==> config.mk <==
export PLATFORM = sky130hd
export DESIGN_NAME = pio_irq_ctrl
export DESIGN_NICKNAME = d
export VERILOG_FILES = /design/src/rtl/pio_pkg.sv /design/src/rtl/pio_sync2.sv /design/src/rtl/pio_edge_cap.sv /design/src/rtl/pio_irq_ctrl.sv
export SDC_FILE = /design/constraint.sdc
export NUM_CORES = 1
export LEC_CHECK = 0
export BUFFER_PORTS_ARGS = -buffer_cell sky130_fd_sc_hd__buf_2
export CAP_MARGIN = 20
export CORE_ASPECT_RATIO = 1.1
export CORE_MARGIN = 2
export CORE_UTILIZATION = 50
export CTS_BUF_LIST = sky130_fd_sc_hd__clkbuf_8 sky130_fd_sc_hd__clkbuf_16
export CTS_CLUSTER_SIZE = 28
export DETAILED_ROUTE_END_ITERATION = 10
export PLACE_DENSITY_LB_ADDON = 0.12
export SYNTH_ARGS = -nofsm -noshare
export SYNTH_HDL_FRONTEND = slang
export SYNTH_HIERARCHICAL = 1
export SYNTH_SLANG_ARGS = --single-unit
==> constraint.sdc <==
create_clock -name clk -period 1.7 [get_ports clk]
set_clock_uncertainty 0.1 [all_clocks]
set_input_delay 0 -clock clk [delete_from_list [all_inputs] [get_ports clk]]
set_output_delay 0 -clock clk [all_outputs]
set_load 0.02 [all_outputs]
==> src/rtl/pio_pkg.sv <==
package pio_pkg;
  typedef enum logic [1:0] {
    TRIG_RISE  = 2'd0,
    TRIG_FALL  = 2'd1,
    TRIG_BOTH  = 2'd2,
    TRIG_LEVEL = 2'd3
  } trig_e;

  localparam int unsigned BUS_W = 32;

  localparam logic [1:0] SEL_DATA = 2'd0;
  localparam logic [1:0] SEL_DIR  = 2'd1;
  localparam logic [1:0] SEL_EN   = 2'd2;
  localparam logic [1:0] SEL_CAP  = 2'd3;
endpackage

==> src/rtl/pio_sync2.sv <==
module pio_sync2 #(
  parameter int unsigned W = 32
) (
  input  logic         clk,
  input  logic         rst,
  input  logic [W-1:0] d_async,
  output logic [W-1:0] q_sync
);
  logic [W-1:0] stage1_q;
  logic [W-1:0] stage2_q;

  always_ff @(posedge clk) begin
    if (rst) begin
      stage1_q <= '0;
      stage2_q <= '0;
    end else begin
      stage1_q <= d_async;
      stage2_q <= stage1_q;
    end
  end

  assign q_sync = stage2_q;
endmodule

==> src/rtl/pio_edge_cap.sv <==
module pio_edge_cap
  import pio_pkg::*;
#(
  parameter int unsigned W       = 32,
  parameter trig_e       TRIGGER = TRIG_RISE
) (
  input  logic         clk,
  input  logic         rst,
  input  logic [W-1:0] lvl_sync,
  input  logic [W-1:0] clr_vec,
  output logic [W-1:0] cap
);
  logic [W-1:0] prev_q;
  logic [W-1:0] cap_q;
  logic [W-1:0] set_vec;
  logic [W-1:0] clr_only;

  // Event selection fixed at build time; the level build never latches.
  always_comb begin
    case (TRIGGER)
      TRIG_RISE: set_vec = lvl_sync & ~prev_q;
      TRIG_FALL: set_vec = ~lvl_sync & prev_q;
      TRIG_BOTH: set_vec = lvl_sync ^ prev_q;
      default:   set_vec = '0;
    endcase
  end

  assign clr_only = clr_vec & ~set_vec;

  always_ff @(posedge clk) begin
    if (rst) begin
      prev_q <= '0;
      cap_q  <= '0;
    end else begin
      prev_q <= lvl_sync;
      // set after clear: a same-cycle event survives the acknowledge
      cap_q  <= (cap_q & ~clr_vec) | set_vec;
    end
  end

  assign cap = cap_q;

  assert_set_wins_R6: assert property (@(posedge clk) disable iff (rst)
    (set_vec != '0) |=> ((cap_q & $past(set_vec)) == $past(set_vec)));

  assert_clear_R5: assert property (@(posedge clk) disable iff (rst)
    (clr_only != '0) |=> ((cap_q & $past(clr_only)) == '0));

  assert_hold_R5: assert property (@(posedge clk) disable iff (rst)
    ((clr_vec == '0) && (set_vec == '0)) |=> $stable(cap_q));
endmodule

==> src/rtl/pio_irq_ctrl.sv <==
module pio_irq_ctrl
  import pio_pkg::*;
#(
  parameter int unsigned NUM_PINS = 32,
  parameter trig_e       TRIGGER  = TRIG_RISE
) (
  input  logic                clk,
  input  logic                rst,
  input  logic                wr_en,
  input  logic [1:0]          reg_sel,
  input  logic [31:0]         wdata,
  output logic [31:0]         rdata,
  input  logic [NUM_PINS-1:0] pin_in,
  output logic [NUM_PINS-1:0] pin_out,
  output logic [NUM_PINS-1:0] pin_oe,
  output logic                irq
);
  localparam int unsigned W = NUM_PINS;

  logic [W-1:0]     lvl_sync;
  logic [W-1:0]     cap;
  logic [W-1:0]     clr_vec;
  logic [W-1:0]     dir_q;
  logic [W-1:0]     en_q;
  logic [W-1:0]     out_q;
  logic [W-1:0]     rd_sel;
  logic [BUS_W-1:0] rd_word;
  logic [BUS_W-1:0] rdata_q;
  logic             irq_q;
  logic             irq_term;

  pio_sync2 #(.W(W)) u_sync (
    .clk     (clk),
    .rst     (rst),
    .d_async (pin_in),
    .q_sync  (lvl_sync)
  );

  assign clr_vec = (wr_en && reg_sel == SEL_CAP) ? wdata[W-1:0] : '0;

  pio_edge_cap #(.W(W), .TRIGGER(TRIGGER)) u_cap (
    .clk      (clk),
    .rst      (rst),
    .lvl_sync (lvl_sync),
    .clr_vec  (clr_vec),
    .cap      (cap)
  );

  // Control latches; only the low W bits of a write are kept.
  always_ff @(posedge clk) begin
    if (rst) begin
      dir_q <= '0;
      en_q  <= '0;
      out_q <= '0;
    end else if (wr_en) begin
      case (reg_sel)
        SEL_DATA: out_q <= wdata[W-1:0];
        SEL_DIR:  dir_q <= wdata[W-1:0];
        SEL_EN:   en_q  <= wdata[W-1:0];
        default:  ;
      endcase
    end
  end

  assign pin_oe  = dir_q;
  assign pin_out = out_q & dir_q;

  // Read path: select, zero-extend, register.
  always_comb begin
    case (reg_sel)
      SEL_DATA: rd_sel = lvl_sync;
      SEL_DIR:  rd_sel = dir_q;
      SEL_EN:   rd_sel = en_q;
      default:  rd_sel = cap;
    endcase
    rd_word         = '0;
    rd_word[W-1:0]  = rd_sel;
  end

  always_ff @(posedge clk) begin
    if (rst) rdata_q <= '0;
    else     rdata_q <= rd_word;
  end

  assign rdata = rdata_q;

  // Interrupt source picked by the build-time trigger.
  if (TRIGGER == TRIG_LEVEL) begin : g_level_irq
    assign irq_term = |(lvl_sync & en_q);

    assert_level_irq_R8: assert property (@(posedge clk) disable iff (rst)
      ((lvl_sync & en_q) != '0) |=> irq);
  end else begin : g_edge_irq
    assign irq_term = |(cap & en_q);

    assert_edge_irq_R7: assert property (@(posedge clk) disable iff (rst)
      ((cap & en_q) != '0) |=> irq);
  end

  always_ff @(posedge clk) begin
    if (rst) irq_q <= 1'b0;
    else     irq_q <= irq_term;
  end

  assign irq = irq_q;

  assert_masked_quiet_R7: assert property (@(posedge clk) disable iff (rst)
    (en_q == '0) |=> !irq);

  assert_oe_follows_write_R2: assert property (@(posedge clk) disable iff (rst)
    (wr_en && reg_sel == SEL_DIR) |=> (pin_oe == $past(wdata[W-1:0])));

  if (W < BUS_W) begin : g_upper_zero
    always @(posedge clk) begin
      if (!rst) begin
        assert_upper_zero_R9: assert (rdata[BUS_W-1:W] == '0);
      end
    end
  end
endmodule

=== Word-level counts from Yosys, hierarchy flattened ===
Cells that the tools add are included.

* Flip-flop bits (word level): 257
* Output and inout bits: 97
* Logic and storage cells: 27
* Bits of input ports: 69

* Eq/ne operators: 3
* Bitwise gates (word level): 7
* Reduce and logical (&&, ||, !) cells: 6
* Multiplexer cells: 2

{| class="wikitable"
|+ Operators by type and width
! cell !! count
|-
| $and A32 B32 Y32 || 4
|-
| $pmux W32 S3 || 1
|-
| $not A32 Y32 || 2
|-
| $mux W32 || 1
|-
| $or A32 B32 Y32 || 1
|-
| $reduce_or A32 Y1 || 1
|-
| $reduce_and A2 Y1 || 3
|-
| $eq A2 B2 Y1 const B || 2
|-
| $eq A2 B1 Y1 const B || 1
|-
| $logic_not A2 Y1 || 1
|-
| $logic_and A1 B1 Y1 || 1
|}

=== Longest topological paths before layout ===
Gate-level depths: netlist of run 1.

* Word-level depth: 6
* Gate-level depth with buffers: 6
* Gate-level depth less buffers: 4

=== Hierarchy ===
Netlist of run 1, hierarchy kept.

{| class="wikitable"
|+ By module, submodules not included
! module !! times used !! area an instance (µm²) !! cells an instance
|-
| pio_irq_ctrl || 1 || 5562.8 || 620
|-
| pio_edge_cap || 1 || 2311.0 || 199
|-
| pio_sync2 || 1 || 1918.1 || 135
|}

=== Least setup slack after synthesis of run 1 ===
No wires, ideal clock.

* Path kind: reg2reg
* Start point: reg dir_q[18], in the netlist pin_oe[18]
* End point: reg rdata_q[18], in the netlist rdata[18]
* Required time: 1.485 ns
* Buffers on the path: 0
* Setup time: 0.115 ns
* Setup slack: 0.508 ns
* Arrival: 0.977 ns
* Stages on the path, launching flop included: 3
* Path through: dfxtp_1 -> mux4_2 -> and2_1

* Longest elaborated chain between the ends: 1

{| class="wikitable"
|+ Ends and longest elaborated chain
! what !! RTL line !! text
|-
| start: declaration || pio_irq_ctrl.sv:23 || <nowiki>logic [W-1:0] dir_q;</nowiki>
|-
| start signal: assignment || pio_irq_ctrl.sv:58 || <nowiki>SEL_DIR: dir_q <= wdata[W-1:0];</nowiki>
|-
| $pmux W32 S3 || pio_irq_ctrl.sv:70 || <nowiki>case (reg_sel)</nowiki>
|-
| end signal: assignment || pio_irq_ctrl.sv:82 || <nowiki>else rdata_q <= rd_word;</nowiki>
|-
| end: declaration || pio_irq_ctrl.sv:28 || <nowiki>logic [BUS_W-1:0] rdata_q;</nowiki>
|}

No other way between the ends.
A chain may end at the register's enable or synchronous reset.

=== Worst setup path in the final report of run 1 ===
* Start point: in rst
* End point: reg u_sync.stage1_q[30]

{| class="wikitable"
|+ RTL lines
! what !! RTL line !! text
|-
| start: declaration || pio_irq_ctrl.sv:8 || <nowiki>input logic rst,</nowiki>
|-
| end signal: assignment || pio_sync2.sv:17 || <nowiki>stage1_q <= d_async;</nowiki>
|-
| end: declaration || pio_sync2.sv:9 || <nowiki>logic [W-1:0] stage1_q;</nowiki>
|}

No word-level cell between the ends.

==> results of run 1 <==
==> stage by stage <==
| step | hold WS [ns] | cells | cell area (um2) |
|---|---|---|---|
| final | 0.0203 | 1468 | 12600 |
| after global routing | 0.0494 | 1468 | 12600 |
| after CTS | 0.00511 | 1468 | 12600 |
| after detailed placement | 0.112 | 1335 | 10800 |
| after global placement | 0.108 | 1335 | 10800 |
| after floorplan | 0.0282 | 954 | 9790 |
==> cell usage after synthesis <==
cell and count:
nor3b_2 1, nand3b_1 2, buf_2 22, nor2b_1 8, nand2b_1 64, a21oi_1 96
or3b_1 1, and2_1 96, and3_1 1, dfxtp_1 257, nand2_1 192, o41a_1 1
mux4_2 32, clkbuf_1 18, nor2b_2 88, nand4_1 4, a22oi_1 16, buf_6 14
buf_8 3, a21oi_2 32, and3b_1 2, buf_4 3, inv_1 1
==> path summary, 6_finish.rpt <==
path / start / endpoint / cells after the start / slack (ns)
min reg2reg: u_sync/stage1_q[28]$_SDFF_PP0_ / u_sync/q_sync[28]$_SDFF_PP0_ / 1 / 0.33
max: rst / u_sync/stage1_q[30]$_SDFF_PP0_ / 5 / 0.20
max reg2reg: u_cap/cap[4]$_SDFF_PP0_ / irq$_SDFF_PP0_ / 3 / 0.30
min: wr_en / en_q[30]$_SDFFE_PP0P_ / 5 / 0.02
==> cell type report <==
cell class	count	area share, %
repair buffers	279	15.4
inverters	1	0.0299
multi-input cells	636	33.8
flip-flops and latches	257	40.9
clock inverters	15	1.35
well taps	247	2.46
clock buffers	33	6.03
==> flip-flops by register name, indices dropped and copies added, names as in the netlist <==
signal	count
en_q	32
irq	1
out_q	32
pin_oe	32
rdata	32
u_cap/cap	32
u_cap/prev_q	32
u_sync/q_sync	32
u_sync/stage1_q	32
==> power groups by stage <==
stage / logic, mW / registers (mW) / clock network, mW
after CTS: 1.11 / 6.40 / 6.14
after floorplan: 0.601 / 6.54 / 0
after global routing: 1.20 / 6.42 / 6.40
after detailed placement: 0.957 / 6.53 / 0
final: 1.10 / 6.40 / 6.03
after global placement: 0.946 / 6.53 / 0
==> per-layer routing <==
metal  up-vias  global-route usage [%]
met5         -                       0
met4         0                    5.67
met3        26                    3.21
met2       189                    40.7
met1      3483                    30.3
li1       3616                       -
==> cells by family (layout without fill, tap and decap cells) <==
family,Yosys count,count (layout),synth area share [%]
AOI/OAI and AO/OA,145,145,9.11
muxes,32,32,7.36
DFF,257,257,52.5
and+or+nand+nor,459,459,26.8
buffers and inverters,61,328,4.15
==> worst register-to-register path, stage by stage, from the launching register on <==
cell     delay (ns)
dfxtp_1        0.33
a22oi_1        0.31
nand4_1        0.14
o41a_1         0.41
==> what timing repair did <==
| item | 4_1_cts | 5_1_grt |
|---|---|---|
| endpoints found under the hold margin | 197 | 0 |
| hold buffers | 85 | 0 |
| resized for setup | 0 | 0 |
==> impl_metrics.py, run 1 <==
metrics = {
    "detailed_routing": {
        "drc": 0,
        "vias": 7314,
        "first_iter_violations": 354,
        "drtAntennaViolNets": 0,
        "wl_per_cell_um": 16.5,
        "wl_mm": 24.2,
        "m1WireLength_mm": 10.8,
        "wl_met2_mm": 11.9,
        "met3_length_mm": 1.19,
        "vias_per_cell": 4.98,
        "highest_layer": "met4",
        "drt-pass1-iter-count": 5,
    },
    "critical_path": {
        "cp-end-kind": "flop",
        "required_ns": 1.99,
        "cpPeakStageDelay_ns": 0.56,
        "critical_path_class": "in -> reg",
        "path_delay_family": "buffers and inverters",
        "critical_path.most_common_cell": "dlygate4sd3_1",
        "cp.buffers_inverters": 4,
        "path_cells": "dlygate4sd3_1 -> buf_8 -> buf_4 -> nor2b_2 -> dlygate4sd3_1",
        "cpMaxStageDelayCell": "dlygate4sd3_1",
        "cp-start-kind": "primary input",
        "critPathArrivalTime_ns": 1.79,
        "path_max_fanout": 30,
    },
    "placement": {
        "place_ws_ns": 0.319,
        "io_buffers": 165,
        "place.gp.congestion": 0.818,
        "dp.final_hpwl_mm": 15.7,
    },
    "clock_tree": {
        "clk_latency_ns": 0.51,
        "cts.path.max_buffers": 3,
        "cts_num_sinks": 257,
        "tritoncts": "yes",
        "path_clk_slew_ns": 0.07,
        "cts_root_buf": "clkbuf_16",
        "cts_buffers": 26,
        "cts-htree-levels": 1,
        "post_cts_buffers": 0,
    },
    "floorplanning": {
        "die_h_um": 151,
        "core_um2": 19200,
        "initial_utilization_pct": 51.1,
        "ios": 166,
        "die_area_um2": 20700,
        "die_w_um": 137,
        "rows": 53,
    },
    "pwr": {
        "power.share.combinational_pct": 8.2,
        "cell_internal_pwr_mw": 10.5,
        "power_mw": 13.5,
        "p_switching_mw": 3.00,
        "ir_drop_v": 0.000901,
        "seqPwrFrac_pct": 47.3,
        "swShare_pct": 22.1,
        "power_density_nw_per_um2": 1080,
        "pwr-share-clk_pct": 44.6,
        "leakagePower_nw": 5.13,
    },
    "sta": {
        "tns_ns": 0,
        "min_period_over_period_pct": 88.2,
        "slew_viol_final": 0,
        "rsz0062_at_grt": "false",
        "finalHoldViolCount": 0,
        "max_freq_ghz": 0.667,
        "slew_headroom_pct": 58.5,
        "min_period_ns": 1.50,
        "setup_viol_count_final": 0,
        "timing.final.ws_setup_ns": 0.201,
        "worstMarginPinSlew_ns": 0.623,
    },
    "finish": {
        "diodes": 0,
        "drive_gt1_share_pct": 32.0,
        "layout_commonest_cell": "dfxtp_1",
        "multi_input_area_um2": 4250,
        "ff_latch_area_um2": 5140,
        "fillers": 1558,
        "nets": 1270,
        "final_core_util_pct": 65.6,
        "layout_common_cells": "dfxtp_1 (257), nand2_1 (192), buf_2 (164)",
        "area_delta_synth_final_pct": 28.4,
    },
    "grt": {
        "antenna_found_initial": 0,
        "grt_max_degree": 66,
        "grt_pass1_vias": 6935,
        "track_usage_pct": 23.2,
        "grt_overflow": 0,
        "grt_pass1_wl_mm": 37.2,
    },
    "synth": {
        "yosys-top-cells-area": "dfxtp_1 (53%), nor2b_2 (7.9%), mux4_2 (7.4%)",
        "synth-seq-cells": 257,
        "synth_top_area_share_pct": 52.5,
        "yosysSeqAreaShare_pct": 52.5,
        "synth.largest_area_cell": "dfxtp_1",
        "synth_area_um2": 9790,
        "syn_nets": 1023,
        "synthCells": 954,
        "synth.distinct_cells": 23,
        "yosysWarnings": 6,
        "avgSynthCellArea_um2": 10.3,
    },
    "run": {
        "cap_violations": 0,
    },
    "hold_path": {
        "hold_class": "in -> reg",
    },
    "status": {
        "status": "finished clean",
    },
}
Power figures use the tool's default switching activity.
==> inputs of run 2 (changes only) <==
- CAP_MARGIN: 20 -> 25
- GPL_TIMING_DRIVEN: default -> 0
- SYNTH_HIERARCHICAL: 1 -> default
==> impl_metrics.py, run 2 <==
metrics = {
    "floorplanning": {
        "die_h_um": 146,
        "core_um2": 18200,
        "ios": 166,
        "initial_utilization_pct": 50.6,
        "rows": 52,
        "die_area_um2": 19600,
        "die_w_um": 134,
    },
    "hold_path": {
        "holdPathEnd": "out_q[0]$_SDFFE_PP0P_",
        "hold_start": "reg_sel[0]",
        "hold_class": "in -> reg",
        "hold_depth": 5,
    },
    "critical_path": {
        "critPathArrivalTime_ns": 1.98,
        "path_max_fanout": 10,
        "ff2ff_path_depth": 3,
        "rr_endpoint": "irq$_SDFF_PP0_",
        "required_ns": 2.05,
        "cp-start-kind": "primary input",
        "r2r_start": "u_cap.cap[4]$_SDFF_PP0_",
        "cp-end-kind": "flop",
        "r2r_slack_ns": 0.21,
        "critical_path_class": "in -> reg",
    },
    "clock_tree": {
        "post_cts_buffers": 0,
        "cts_buffers": 26,
        "clk_latency_ns": 0.52,
        "cts_num_sinks": 257,
        "cts.path.max_buffers": 3,
        "path_clk_slew_ns": 0.06,
        "cts_root_buf": "clkbuf_16",
        "tritoncts": "yes",
        "cts-htree-levels": 1,
    },
    "synth": {
        "synth-main-ff-cell": "dfxtp_1",
        "synth-edff-count": 0,
        "muxShareOfSynthArea_pct": 7.81,
        "async_flop_share_pct": 0,
        "synth_top_family_by_area": "simple AND/OR/NAND/NOR gates",
        "synth-simple-area-share_pct": 21.7,
        "synth_common_cells": "dfxtp_1 (257), nand2_1 (192), a21oi_1 (128), nor2b_1 (96), and2_1 (64)",
        "avgSynthCellArea_um2": 9.67,
        "synth.largest_area_cell": "dfxtp_1",
        "synth_xor_area_share_pct": 0,
        "synthCells": 954,
        "syn_nets": 1023,
        "synth-seq-cells": 257,
        "yosys-top-cells-area": "dfxtp_1 (56%), mux4_2 (7.8%), nand2_1 (7.8%)",
        "synth_area_um2": 9230,
        "synth_top_area_share_pct": 55.8,
        "synth_compound_area_share_pct": 10.1,
        "yosysMostFrequentCell": "dfxtp_1",
        "synthAdderAreaFrac_pct": 0,
        "yosysSeqAreaShare_pct": 55.8,
        "yosysWarnings": 0,
        "synth.distinct_cells": 23,
    },
    "grt": {
        "grt_max_degree": 15,
        "grt_overflow": 0,
        "track_usage_pct": 25.2,
        "antenna_found_initial": 0,
        "grt_pass1_vias": 7098,
        "grt_pass1_wl_mm": 38.5,
    },
    "sta": {
        "min_period_over_period_pct": 95.9,
        "setup_viol_count_final": 0,
        "max_freq_ghz": 0.614,
        "rsz0062_at_grt": "false",
        "slew_viol_final": 0,
        "slew_headroom_pct": 55.3,
        "finalHoldViolCount": 0,
        "min_period_ns": 1.63,
        "whs_ns": 0.0610,
        "worstMarginPinSlew_ns": 0.670,
        "tns_ns": 0,
    },
    "placement": {
        "dp.final_hpwl_mm": 17.0,
        "io_buffers": 164,
        "placed_area_um2": 10400,
        "place.gp.congestion": 0.867,
    },
    "detailed_routing": {
        "first_iter_violations": 566,
        "drtAntennaViolNets": 0,
        "wl_per_cell_um": 16.8,
        "vias": 7418,
        "wl_mm": 24.9,
        "drt-pass1-iter-count": 5,
        "drc": 0,
        "vias_per_cell": 5.01,
    },
    "finish": {
        "layout_common_cells": "dfxtp_1 (257), nand2_1 (192), buf_2 (185)",
        "final_core_util_pct": 66.3,
        "nets": 1289,
        "drive_gt1_share_pct": 21.7,
        "final_cell_area_um2": 12100,
        "diodes": 0,
        "area_delta_synth_final_pct": 30.9,
        "layout_commonest_cell": "dfxtp_1",
    },
    "pwr": {
        "power_density_nw_per_um2": 1140,
        "leakagePower_nw": 5.08,
        "ir_drop_v": 0.000677,
    },
    "run": {
        "cap_violations": 0,
    },
    "status": {
        "status": "finished clean",
    },
}
[run 2: report_power, final]
group,internal [mW],switching (mW)
registers,6.26,0.147
clock network,4.03,2.29
logic,0.477,0.549
total,10.8,2.98
[run 2: per-stage QoR]
stage,power [mW],setup slack [ns],std cells
after floorplan,7.03,0.514,954
after global placement,7.41,0.136,1361
after detailed placement,7.42,0.126,1361
after CTS,13.8,0.0814,1480
after global routing,14.2,0.00485,1480
final,13.8,0.0701,1480
[run 2: kinds of logic after synthesis]
logic type,Yosys count
AND/OR/NAND/NOR,395
flip-flops,257
AO/OA/AOI/OAI,177
buffers and inverters,93
multiplexers,32
[run 2: worst max path at each step]
| stage | cells past startpoint | start | slack [ns] | to |
|---|---|---|---|---|
| finish | 7 | reg_sel[1] | 0.07 | out_q[0]$_SDFFE_PP0P_ |
| CTS | 7 | reg_sel[1] | 0.08 | out_q[31]$_SDFFE_PP0P_ |
| detailed placement | 4 | rst | 0.13 | pin_oe[6]$_SDFFE_PP0P_ |
| floorplan | 3 | u_cap.cap[21]$_SDFF_PP0_ | 0.51 | irq$_SDFF_PP0_ |
| global route | 5 | rst | 0.005 | en_q[28]$_SDFFE_PP0P_ |
| global placement | 4 | rst | 0.14 | u_sync.q_sync[15]$_SDFF_PP0_ |
[run 2: per-layer routing]
metal	routed length, um	global-route usage, %	vias to the layer above
li1	-	-	3651
met1	11300	35.0	3473
met2	11600	41.2	256
met3	1510	3.89	38
met4	510	6.70	0
met5	0	0	-
[run 2: worst max-delay path, cell delays in order]
cell and delay (ns):
dlygate4sd3_1 0.56, buf_2 0.14, buf_4 0.17, nor3b_4 0.26, dlygate4sd3_1 0.65, nand2_1 0.07, a21oi_1 0.11
[run 2: layout make-up]
type	count	area [um2]
Fill cell	1516	6140
Sequential cell	257	5140
Multi-Input combinational cell	604	3660
Timing Repair Buffer	238	1560
Clock buffer	33	758
Tap cell	243	304
Buffer	60	303
Clock inverter	12	213
Inverter	33	124
[run 2: what timing repair did]
action                                 CTS  global route
setup endpoints to repair                0            11
endpoints found under the hold margin  175             0
resized for setup                        0             7
hold buffers                            74             0
==> inputs of run 3 (changes only) <==
- CORE_MARGIN: 2 -> default
==> impl_metrics.py, run 3 (same netlist as run 2, synthesis figures left out) <==
metrics = {
    "critical_path": {
        "ff2ff_path_depth": 3,
        "path_max_fanout": 4,
        "critical_path_class": "in -> reg",
        "r2r_start": "u_cap.cap[19]$_SDFF_PP0_",
        "cp-start-kind": "primary input",
        "critPathArrivalTime_ns": 1.96,
        "r2r_slack_ns": 0.22,
        "required_ns": 2.01,
        "rr_endpoint": "irq$_SDFF_PP0_",
        "cp-end-kind": "flop",
        "endpoint": "pin_oe[31]$_SDFFE_PP0P_",
        "crit_start": "wdata[31]",
    },
    "hold_path": {
        "hold_class": "in -> reg",
    },
    "floorplanning": {
        "die_h_um": 144,
        "ios": 166,
        "die_area_um2": 19000,
        "initial_utilization_pct": 51.6,
        "core_um2": 17900,
        "die_w_um": 132,
        "rows": 51,
    },
    "clock_tree": {
        "cts.path.max_buffers": 3,
        "cts_num_sinks": 257,
        "cts_root_buf": "clkbuf_16",
        "path_clk_slew_ns": 0.06,
        "post_cts_resize_count": 0,
        "ctsHoldBuffers": 73,
        "cts_buffers": 26,
        "cts-htree-levels": 1,
        "clk_latency_ns": 0.53,
        "tritoncts": "yes",
        "post_cts_buffers": 0,
    },
    "sta": {
        "tns_ns": 0,
        "worstMarginPinSlew_ns": 0.766,
        "whs_ns": 0.0236,
        "slew_headroom_pct": 49.0,
        "timing.final.ws_setup_ns": 0.0533,
        "slew_viol_final": 0,
        "min_period_over_period_pct": 96.9,
        "min_period_ns": 1.65,
        "max_freq_ghz": 0.607,
        "finalHoldViolCount": 0,
        "rsz0062_at_grt": "false",
        "setup_viol_count_final": 0,
    },
    "grt": {
        "track_usage_pct": 26.7,
        "grt_overflow": 0,
        "antenna_found_initial": 0,
        "grt_pass1_wl_mm": 38.9,
        "grt_pass1_vias": 7001,
        "grt_max_degree": 15,
    },
    "status": {
        "status": "finished clean",
    },
    "run": {
        "cap_violations": 0,
    },
    "finish": {
        "layout_common_cells": "dfxtp_1 (257), nand2_1 (192), buf_2 (185)",
        "ff_latch_area_um2": 5140,
        "drive_gt1_share_pct": 21.5,
        "nets": 1288,
        "diodes": 0,
        "fillers": 1473,
        "multi_input_area_um2": 3660,
        "area_delta_synth_final_pct": 29.8,
        "layout_commonest_cell": "dfxtp_1",
    },
    "detailed_routing": {
        "drtAntennaViolNets": 0,
        "drc": 0,
        "wl_mm": 25.2,
        "vias": 7480,
        "first_iter_violations": 591,
        "vias_per_cell": 5.07,
        "wl_per_cell_um": 17.1,
        "drt-pass1-iter-count": 5,
    },
    "placement": {
        "dp.final_hpwl_mm": 16.9,
        "place.gp.congestion": 0.883,
        "place_ws_ns": 0.00461,
        "io_buffers": 164,
    },
    "pwr": {
        "power_density_nw_per_um2": 1110,
        "leakagePower_nw": 5.03,
        "ir_drop_v": 0.000711,
    },
}
run 3: worst min path at each step:
stage | startpoint | slack (ns) | cells after the start | end
global placement | pin_in[4] | 0.11 | 2 | u_sync.stage1_q[4]$_SDFF_PP0_
detailed placement | pin_in[23] | 0.11 | 2 | u_sync.stage1_q[23]$_SDFF_PP0_
finish | rst | 0.02 | 3 | u_cap.prev_q[28]$_SDFF_PP0_
CTS | rst | 0.01 | 3 | u_cap.prev_q[23]$_SDFF_PP0_
global route | rst | 0.04 | 3 | u_cap.prev_q[26]$_SDFF_PP0_
floorplan | pin_in[0] | 0.03 | 1 | u_sync.stage1_q[0]$_SDFF_PP0_
run 3: cell type report:
class | count | area share [%]
clock buffer | 30 | 5.99
inverter | 33 | 1.03
multi-input combinational | 604 | 30.6
clock inverter | 16 | 1.49
buffer | 60 | 2.50
sequential | 257 | 43.0
timing repair buffer | 237 | 13.0
tap | 238 | 2.49
run 3: power breakdown:
group          total, mW  internal (mW)  switching [mW]  leakage, nW
Sequential          6.40           6.26           0.147         2.10
Clock               5.91           3.60            2.31        0.458
Combinational       1.03          0.472           0.558         2.48
run 3: through the flow:
| step | cell area (um2) | power [mW] | std cells | utilization, % |
|---|---|---|---|---|
| finish | 12000 | 13.3 | 1475 | 67.0 |
| global route | 12000 | 13.8 | 1475 | 67.0 |
| CTS | 12000 | 13.4 | 1475 | 67.0 |
| detailed placement | 10300 | 7.42 | 1356 | 57.9 |
| global placement | 10300 | 7.41 | 1356 | 57.9 |
| floorplan | 9230 | 7.03 | 954 | - |
run 3: metal layers:
metal	vias up	wire, um	GRT usage (%)
met5	-	0	0
met4	0	483	7.83
met3	40	1630	4.00
met2	291	11900	44.4
met1	3500	11200	36.0
li1	3649	-	-
run 3: critical path: stages:
cell,delay (ns)
dlygate4sd3_1,0.56
buf_2,0.15
nand2_1,0.05
dlygate4sd3_1,0.54
a21oi_1,0.06
dlygate4sd3_1,0.59
